## config.mk

```make
export PLATFORM = sky130hd
export DESIGN_NAME = i2c_cmdq
export DESIGN_NICKNAME = d
export VERILOG_FILES = /design/src/rtl/i2c_cmdq_pkg.sv /design/src/rtl/i2c_cmdq_fifo.sv /design/src/rtl/i2c_cmdq_status.sv /design/src/rtl/i2c_cmdq.sv
export SDC_FILE = /design/constraint.sdc
export NUM_CORES = 1
export LEC_CHECK = 0
export ABC_AREA = 1
export CAP_MARGIN = 30
export CELL_PAD_IN_SITES_DETAIL_PLACEMENT = 1
export CELL_PAD_IN_SITES_GLOBAL_PLACEMENT = 1
export CORE_ASPECT_RATIO = 1.4
export CORE_MARGIN = 5
export CORE_UTILIZATION = 40
export CTS_CLUSTER_DIAMETER = 200
export CTS_CLUSTER_SIZE = 12
export DETAILED_ROUTE_END_ITERATION = 6
export DONT_BUFFER_PORTS = 1
export PLACE_DENSITY = 0.61
export SYNTH_ARGS = -nofsm -noshare
export SYNTH_HDL_FRONTEND = slang
export SYNTH_SLANG_ARGS = --single-unit
```

## constraint.sdc

```tcl
create_clock -name clk_i -period 5 [get_ports clk_i]
set_input_delay 0.25 -clock clk_i [delete_from_list [all_inputs] [get_ports clk_i]]
set_output_delay 0.25 -clock clk_i [all_outputs]
set_load 0.005 [all_outputs]
```

## src/rtl/i2c_cmdq_pkg.sv

```systemverilog
package i2c_cmdq_pkg;
  localparam int BYTE_W = 8;
  localparam int CMD_W  = BYTE_W + 1;

  typedef struct packed {
    logic              is_read;
    logic [BYTE_W-1:0] payload;
  } cmd_t;
endpackage

```

## src/rtl/i2c_cmdq_fifo.sv

```systemverilog
module i2c_cmdq_fifo #(
  parameter int W     = 8,
  parameter int DEPTH = 8,
  parameter int LVL_W = $clog2(DEPTH + 1)
) (
  input  logic             clk_i,
  input  logic             rst_ni,
  input  logic             flush_i,
  input  logic             push_i,
  input  logic [W-1:0]     data_i,
  input  logic             pop_i,
  output logic [W-1:0]     data_o,
  output logic [LVL_W-1:0] level_o,
  output logic             empty_o,
  output logic             push_drop_o,
  output logic             pop_drop_o
);
  localparam int PTR_W = (DEPTH > 1) ? $clog2(DEPTH) : 1;

  logic [W-1:0]     mem [DEPTH];
  logic [PTR_W-1:0] wptr_q, rptr_q;
  logic [LVL_W-1:0] level_q;
  logic             full, do_push, do_pop;

  function automatic logic [PTR_W-1:0] ptr_inc(input logic [PTR_W-1:0] p);
    return (p == PTR_W'(DEPTH - 1)) ? '0 : p + 1'b1;
  endfunction

  assign full        = (level_q == LVL_W'(DEPTH));
  assign empty_o     = (level_q == '0);
  // full/empty are judged on the count at the start of the cycle
  assign do_push     = push_i & ~full & ~flush_i;
  assign do_pop      = pop_i & ~empty_o & ~flush_i;
  assign push_drop_o = push_i & full & ~flush_i;
  assign pop_drop_o  = pop_i & empty_o & ~flush_i;
  assign data_o      = mem[rptr_q];
  assign level_o     = level_q;

  always_ff @(posedge clk_i) begin
    if (do_push) mem[wptr_q] <= data_i;
  end

  always_ff @(posedge clk_i or negedge rst_ni) begin
    if (!rst_ni) begin
      wptr_q  <= '0;
      rptr_q  <= '0;
      level_q <= '0;
    end else if (flush_i) begin
      wptr_q  <= '0;
      rptr_q  <= '0;
      level_q <= '0;
    end else begin
      if (do_push) wptr_q <= ptr_inc(wptr_q);
      if (do_pop)  rptr_q <= ptr_inc(rptr_q);
      level_q <= level_q + LVL_W'(do_push) - LVL_W'(do_pop);
    end
  end
endmodule

```

## src/rtl/i2c_cmdq_status.sv

```systemverilog
module i2c_cmdq_status #(
  parameter int LVL_W = 4
) (
  input  logic             clk_i,
  input  logic             rst_ni,
  input  logic [LVL_W-1:0] tx_level_i,
  input  logic [LVL_W-1:0] rx_level_i,
  input  logic [LVL_W-1:0] tx_thresh_i,
  input  logic [LVL_W-1:0] rx_thresh_i,
  input  logic             tx_drop_i,
  input  logic             rx_drop_i,
  input  logic             rx_under_i,
  output logic             tx_empty_o,
  output logic             rx_full_o,
  output logic             tx_over_o,
  output logic             rx_over_o,
  output logic             rx_under_o
);
  assign tx_empty_o = (tx_level_i <= tx_thresh_i);
  assign rx_full_o  = (rx_level_i > rx_thresh_i);

  always_ff @(posedge clk_i or negedge rst_ni) begin
    if (!rst_ni) begin
      tx_over_o  <= 1'b0;
      rx_over_o  <= 1'b0;
      rx_under_o <= 1'b0;
    end else begin
      tx_over_o  <= tx_drop_i;
      rx_over_o  <= rx_drop_i;
      rx_under_o <= rx_under_i;
    end
  end
endmodule

```

## src/rtl/i2c_cmdq.sv

```systemverilog
module i2c_cmdq
  import i2c_cmdq_pkg::*;
#(
  parameter int DEPTH = 8,
  parameter int LVL_W = $clog2(DEPTH + 1)
) (
  input  logic              clk_i,
  input  logic              rst_ni,
  input  logic              wr_en_i,
  input  logic [CMD_W-1:0]  wr_data_i,
  input  logic              rd_en_i,
  output logic [BYTE_W-1:0] rd_data_o,
  input  logic [LVL_W-1:0]  tx_thresh_i,
  input  logic [LVL_W-1:0]  rx_thresh_i,
  output logic              cmd_valid_o,
  output logic [CMD_W-1:0]  cmd_data_o,
  input  logic              cmd_ready_i,
  input  logic              rx_valid_i,
  input  logic [BYTE_W-1:0] rx_byte_i,
  input  logic              abort_i,
  output logic [LVL_W-1:0]  tx_level_o,
  output logic [LVL_W-1:0]  rx_level_o,
  output logic              tx_empty_o,
  output logic              rx_full_o,
  output logic              tx_over_o,
  output logic              rx_under_o,
  output logic              rx_over_o
);
  cmd_t              wr_cmd, head_cmd;
  logic              tx_empty_q, rx_empty;
  logic              tx_drop, tx_pop_drop, rx_drop, rx_under;
  logic [BYTE_W-1:0] rx_head;
  logic [BYTE_W-1:0] rd_data_q;

  assign wr_cmd = cmd_t'(wr_data_i);

  i2c_cmdq_fifo #(.W(CMD_W), .DEPTH(DEPTH), .LVL_W(LVL_W)) u_txq (
    .clk_i       (clk_i),
    .rst_ni      (rst_ni),
    .flush_i     (abort_i),
    .push_i      (wr_en_i),
    .data_i      (wr_cmd),
    .pop_i       (cmd_ready_i),
    .data_o      (head_cmd),
    .level_o     (tx_level_o),
    .empty_o     (tx_empty_q),
    .push_drop_o (tx_drop),
    .pop_drop_o  (tx_pop_drop)
  );

  i2c_cmdq_fifo #(.W(BYTE_W), .DEPTH(DEPTH), .LVL_W(LVL_W)) u_rxq (
    .clk_i       (clk_i),
    .rst_ni      (rst_ni),
    .flush_i     (abort_i),
    .push_i      (rx_valid_i),
    .data_i      (rx_byte_i),
    .pop_i       (rd_en_i),
    .data_o      (rx_head),
    .level_o     (rx_level_o),
    .empty_o     (rx_empty),
    .push_drop_o (rx_drop),
    .pop_drop_o  (rx_under)
  );

  i2c_cmdq_status #(.LVL_W(LVL_W)) u_stat (
    .clk_i       (clk_i),
    .rst_ni      (rst_ni),
    .tx_level_i  (tx_level_o),
    .rx_level_i  (rx_level_o),
    .tx_thresh_i (tx_thresh_i),
    .rx_thresh_i (rx_thresh_i),
    .tx_drop_i   (tx_drop),
    .rx_drop_i   (rx_drop),
    .rx_under_i  (rx_under),
    .tx_empty_o  (tx_empty_o),
    .rx_full_o   (rx_full_o),
    .tx_over_o   (tx_over_o),
    .rx_over_o   (rx_over_o),
    .rx_under_o  (rx_under_o)
  );

  // engine pop on an empty queue is harmless; cmd_valid_o gates it
  logic unused_pop_drop;
  assign unused_pop_drop = tx_pop_drop;

  assign cmd_valid_o = ~tx_empty_q;
  assign cmd_data_o  = head_cmd;

  always_ff @(posedge clk_i or negedge rst_ni) begin
    if (!rst_ni)                  rd_data_q <= '0;
    else if (rd_en_i && !abort_i) rd_data_q <= rx_empty ? '0 : rx_head;
  end
  assign rd_data_o = rd_data_q;
endmodule

```

Yosys cells after proc, flatten, opt, wreduce, memory -nomap -nowiden
Memory sizes are Yosys's and may differ from the RTL's.
Cells that the tools add are included.
Storage, ports and cells
  word-level logic and storage cells: 74
  bits in registers: 31
  RAM bits: 136
  memories kept: 2
  bits of input ports: 32
  output and inout bits: 31
Memories
  u_txq.mem: words 8, bits a word 9, read ports 1, clocked after Yosys merged registers in 0, write ports 1, RTL line i2c_cmdq_fifo.sv:20  | logic [W-1:0] mem [DEPTH];
  u_rxq.mem: words 8, bits a word 8, read ports 1, clocked after Yosys merged registers in 0, write ports 1, RTL line i2c_cmdq_fifo.sv:20
Operators by class
  equal/unequal tests: 6
  add/subtract/negate cells: 8
  magnitude comparators: 2
  reductions and logical operators: 8
  bitwise logic cells: 19
  muxes and demuxes: 19
Operators with widths (count)
  two-way mux 3 bit: 12
  AND 1 bit: 14
  adder 3 x 1 -> 3 bit (second input constant): 4
  equality test 3 bit (second input constant): 4
  adder 4 x 1 -> 4 bit: 2
  equality test 4 bit (second input constant): 2
  zero test 4 bit: 2
  two-way mux 4 bit: 2
  two-way mux 8 bit: 1
  nonzero test 2 bit: 4
  subtractor 4 x 1 -> 4 bit: 2
  inverter 1 bit: 5
  greater-than comparator 4 bit: 1
  less-or-equal comparator 4 bit: 1
  two-way mux 1 bit: 4
  logical AND 1 bit: 1
  zero test 1 bit: 1

Longest topological paths before layout
  depth after elaboration: 7
  mapped depth: 13
  depth with buffers taken out: 12

Cells and area by module
Synthesis repeated with hierarchy kept, for this count alone.
Second synthesis, totals
  cell total of the unflattened synthesis: 862
  area, all modules: 8062.7 µm²
By module, submodules not included
  i2c_cmdq_fifo (u_txq): times used 1, cells an instance 403, area each 3861.2 µm², sequential area each 2412.3 µm²
  i2c_cmdq_fifo (u_rxq): times used 1, cells an instance 366, area each 3528.4 µm², sequential area each 2172.1 µm²
  i2c_cmdq: times used 1, cells an instance 54, area each 384.1 µm², sequential area each 200.2 µm²
  i2c_cmdq_status: times used 1, cells an instance 39, area each 289.0 µm², sequential area each 75.1 µm²

Worst setup path before layout
OpenSTA, ideal clock, no wires.
  path type: register to register
  start point: register u_rxq.level_q[2], in the netlist u_rxq.level_o[2]
  end point: register u_rxq.level_q[2], in the netlist u_rxq.level_o[2]
  data arrival time: 2050 ps
  slack: 2829 ps
  cell stages (with the launch flop): 13
  required time: 4879 ps
  library setup time: 121 ps
  path through: dfrtp_1 > inv_1 > ha_1 > nand3_2 > nand2_1 > nor2_2 > buf_4 > ha_1 > inv_1 > ha_1 > fa_1 > xnor2_1 > nor2_1
Between the ends
  longest elaborated chain between the ends: 7
  elaborated cells between the ends (all ways): 11
  classes of those cells: add/sub: 2; eq/ne: 1; mux: 1; bitwise: 6; reduce/logical: 1
RTL lines
  start, declared: RTL line i2c_cmdq_fifo.sv:22  | logic [LVL_W-1:0] level_q;
  start signal, assigned: RTL line i2c_cmdq_fifo.sv:55  | level_q <= level_q + LVL_W'(do_push) - LVL_W'(do_pop);
  equality test 4 bit: RTL line i2c_cmdq_fifo.sv:29  | assign full = (level_q == LVL_W'(DEPTH));
  inverter 1 bit: RTL line i2c_cmdq_fifo.sv:32  | assign do_push = push_i & ~full & ~flush_i;
  AND 1 bit (2 in series): RTL line i2c_cmdq_fifo.sv:32
  adder 4 x 1 -> 4 bit: RTL line i2c_cmdq_fifo.sv:55
  subtractor 4 x 1 -> 4 bit *: RTL line i2c_cmdq_fifo.sv:55
  two-way mux 4 bit *: RTL line i2c_cmdq_fifo.sv:48  | end else if (flush_i) begin
Every way passes the cells marked *; elsewhere a longest branch is shown, timed or not.
A chain may end at the register's enable or synchronous reset.

Final worst setup path
  start point: register u_txq.rptr_q[0]
  end point: output port cmd_data_o[1]
Between the ends
  longest elaborated chain between the ends: 1
RTL lines
  start, declared: RTL line i2c_cmdq_fifo.sv:21  | logic [PTR_W-1:0] wptr_q, rptr_q;
  start signal, assigned: RTL line i2c_cmdq_fifo.sv:54  | if (do_pop) rptr_q <= ptr_inc(rptr_q);
  memory read (8 x 9 bit)
  end, declared: RTL line i2c_cmdq.sv:16  | output logic [CMD_W-1:0] cmd_data_o,
Every way passes these cells.

==> impl_metrics.csv <==
group,metric,value,unit
placement,gp_congestion,0.763,
floorplan,rows,58,
clock_network,cts_root_buf,"clkbuf_16",
global_route,track_usage,16.7,%
synthesis,synth-seq-cells,167,
layout,multi_input_area,2030,um2
timing,slew_headroom,33.8,%
timing,tightest_slew,0.989,ns
timing,clock_skew,0.00866,ns
floorplan,ios,63,
layout,layout-drive-gt1-share,6.83,%
clock_network,clk_latency,0.43,ns
flow_run,maxCapViolCount,0,
synthesis,synth_area_leaders,"edfxtp_1 (55%), dfrtp_1 (11%), nand2_1 (7.4%)",
route,drt-vias-per-instance,4.97,
timing,layout_min_cycle_time,2.57,ns
timing,max_freq,389,MHz
critical_path,cp-end-kind,"primary output",
power,power_leakage,0.00331,uW
synthesis,yosysTopAreaCell,"edfxtp_1",
global_route,grt_max_degree,43,
synthesis,synthCells,668,
layout,post-route-util,46.0,%
synthesis,yosysTopAreaCellShare,55.3,%
critical_path,crit_path_top_delay_cell,"dfrtp_1",
critical_path,worst_path_most_repeated_cell,"nand2_1",
placement,hpwlAfterDp,11600,um
critical_path,path_buf_inv,2,
critical_path,critPathTopFamily,"flip-flops",
clock_network,path_clk_slew,0.07,ns
min_path,min_path_type,"in -> reg",
critical_path,cp-endpoint,"cmd_data_o[1]",
synthesis,synth_warnings,0,
layout,area_delta_synth_final,12.5,%
synthesis,synth_edf_count,136,
clock_network,clockBufferDepth,2,
synthesis,async_flop_share,18.6,%
route,antenna_left,0,
placement,io_buffer_count,0,
clock_network,h-tree-depth,4,
synthesis,syn-num-nets,730,
power,vdd_drop_max,0.235,mV
global_route,grt_pass1_wl,27300,um
min_path,hp-start,"abort_i",
clock_network,cts_made_buffers,17,
route,wl_per_cell,18.1,um
power,powerDensity,477,nW/um2
floorplan,start_util,40.9,%
critical_path,r2r-start,"u_rxq.level_o[2]",
floorplan,core_area,18100,um2
layout,fin_nets,752,
route,drtPass1Iterations,4,
route,drt_wl_total,17100,um
timing,setup_viol,0,
floorplan,die_area,21300,um2
route,drt_iter0_markers,177,
timing,setup_tns,0,ns
route,vias,4686,
critical_path,cp_cell_sequence,"buf_4 > inv_6 > o21ai_0 > o22ai_1 > nand2_1 > nand2_1",
synthesis,syn_area,7380,um2
critical_path,critPathKind,"reg -> out",
synthesis,yosysMostFrequentCell,"nand2_1",
timing,drv_slew,0,
timing,rsz0062_at_grt,"false",
critical_path,reg2reg_depth,11,
critical_path,ff2ff_setup_slack,2.44,ns
synthesis,synthFlopType,"edfxtp_1",
clock_network,cts_tree,"done",
run_status,outcome,"finished, final reports clean",
critical_path,crit_path_start,"u_txq.rptr_q[0]",
global_route,grt_overflow,0,
critical_path,r2r-end,"u_rxq.level_o[1]",
synthesis,yosysUniqueCellTypes,26,
layout,fillers,1929,
route,post-route-drc-count,0,
critical_path,worst_path_largest_cell_delay,0.89,ns
critical_path,cp_data_required_time,4.75,ns
timing,min_period_over_period,51.5,%
global_route,grt_pass1_vias,5160,
layout,num_antenna_cells,0,
floorplan,die_height,171,um
floorplan,dieWidth,125,um
synthesis,syn_avg_cell_area,11.1,um2
layout,seqCellArea,4860,um2
global_route,antenna_found_initial,0,
clock_network,post_cts_buffers,0,
critical_path,cp_max_fo,37,
synthesis,synth_common_cells,"nand2_1 (145), edfxtp_1 (136), nor2_1 (96)",
critical_path,arrival,2.32,ns
critical_path,cp-start-kind,"flip-flop",
critical_path,cp_num_cells,6,
synthesis,synth-seq-area-share,65.8,%
clock_network,cts.sinks,167,
timing,final-hold-violation-count,0,
flip-flops by register name (all words and copies together), names as in the netlist, 3 cells and up:
name and cells:
u_rxq.mem 64, u_txq.wptr_q 3, rd_data_o 8, u_rxq.level_o 4, u_rxq.wptr_q 3, u_rxq.rptr_q 3
u_txq.mem 72, u_txq.level_o 4, u_txq.rptr_q 3
final cells by class:
cell class / count / area share (%)
sequential: 167 / 58.5
multi-input combinational: 407 / 24.4
clock buffer: 17 / 5.12
tap: 240 / 3.61
inverter: 70 / 3.31
timing repair buffer: 27 / 3.27
clock inverter: 15 / 1.78
placed cells by master, fill, tap and decap left out, drive strengths merged:
cell type,netlist,routed
a21oi,8,8
buf,23,6
clkbuf,1,17
clkinv,2,3
clkinvlp,0,3
dfrtp,31,31
dlygate4sd3,0,21
edfxtp,136,136
fa,2,2
ha,28,28
inv,68,79
nand2,145,145
nand3,46,46
nand3b,1,1
nor2,99,99
o211ai,1,1
o21ai,57,57
o22ai,18,18
xnor2,2,2
per-layer routing:
metal / vias up / global-route usage [%] / share of wire, %
li1: 2292 / - / -
met1: 2333 / 17.0 / 38
met4: 0 / 5.42 / 1.2
met2: 49 / 33.8 / 58
met3: 12 / 3.28 / 2.6
met5: - / 0 / 0
stage by stage:
stage	worst slack (ns)	instances	area [um2]	hold WS (ns)	total power [uW]
after floorplan	2.83	668	7380	-0.0456	2530
after global placement	2.48	886	7480	-0.0447	2670
after detailed placement	2.42	888	7500	-0.0449	2720
after CTS	2.39	942	8300	0.00475	4020
after global routing	2.23	943	8310	0.0344	4230
final	2.43	943	8310	0.0195	3960
power by group:
part	switching (uW)	internal [uW]	leakage [uW]
sequential	135	1620	0.00164
combinational	619	325	0.00140
clock	596	665	0.000274
total	1350	2610	0.00331
how the worst min path moves through the flow:
| stage | cells past startpoint | endpoint | slack, ns |
|---|---|---|---|
| finish | 3 | u_rxq.wptr_q[2] | 0.02 |
| global route | 3 | u_rxq.wptr_q[0] | 0.03 |
| global placement | 0 | rd_data_o[2] | -0.04 |
| CTS | 3 | u_rxq.wptr_q[2] | 0.005 |
| floorplan | 0 | rd_data_o[0] | -0.05 |
| detailed placement | 0 | rd_data_o[2] | -0.04 |
cell families (layout without fill, tap and decap cells):
group | after synthesis | after routing | synth area share (%)
AOI/OAI and AO/OA | 84 | 84 | 6.03
buffers and inverters | 94 | 129 | 6.71
and+or+nand+nor | 291 | 291 | 15.9
xor gates and xnor gates | 2 | 2 | 0.237
DFF | 167 | 167 | 65.8
adders and majority gates | 30 | 30 | 5.29
timing repair:
| action | CTS | global route |
|---|---|---|
| resized for setup | 0 | 0 |
| endpoints found under the setup margin | 0 | 0 |
| hold buffers | 22 | 0 |
| endpoints found under the hold margin | 175 | 0 |
worst register-to-register path: cells and delay by family, from the launching register on:
kind,cells,cell delay [ns]
flops,1,0.40
simple gates,4,0.68
fa+ha+maj,4,1.18
buf+inv,3,0.22
(Power assumes the default switching activity.)
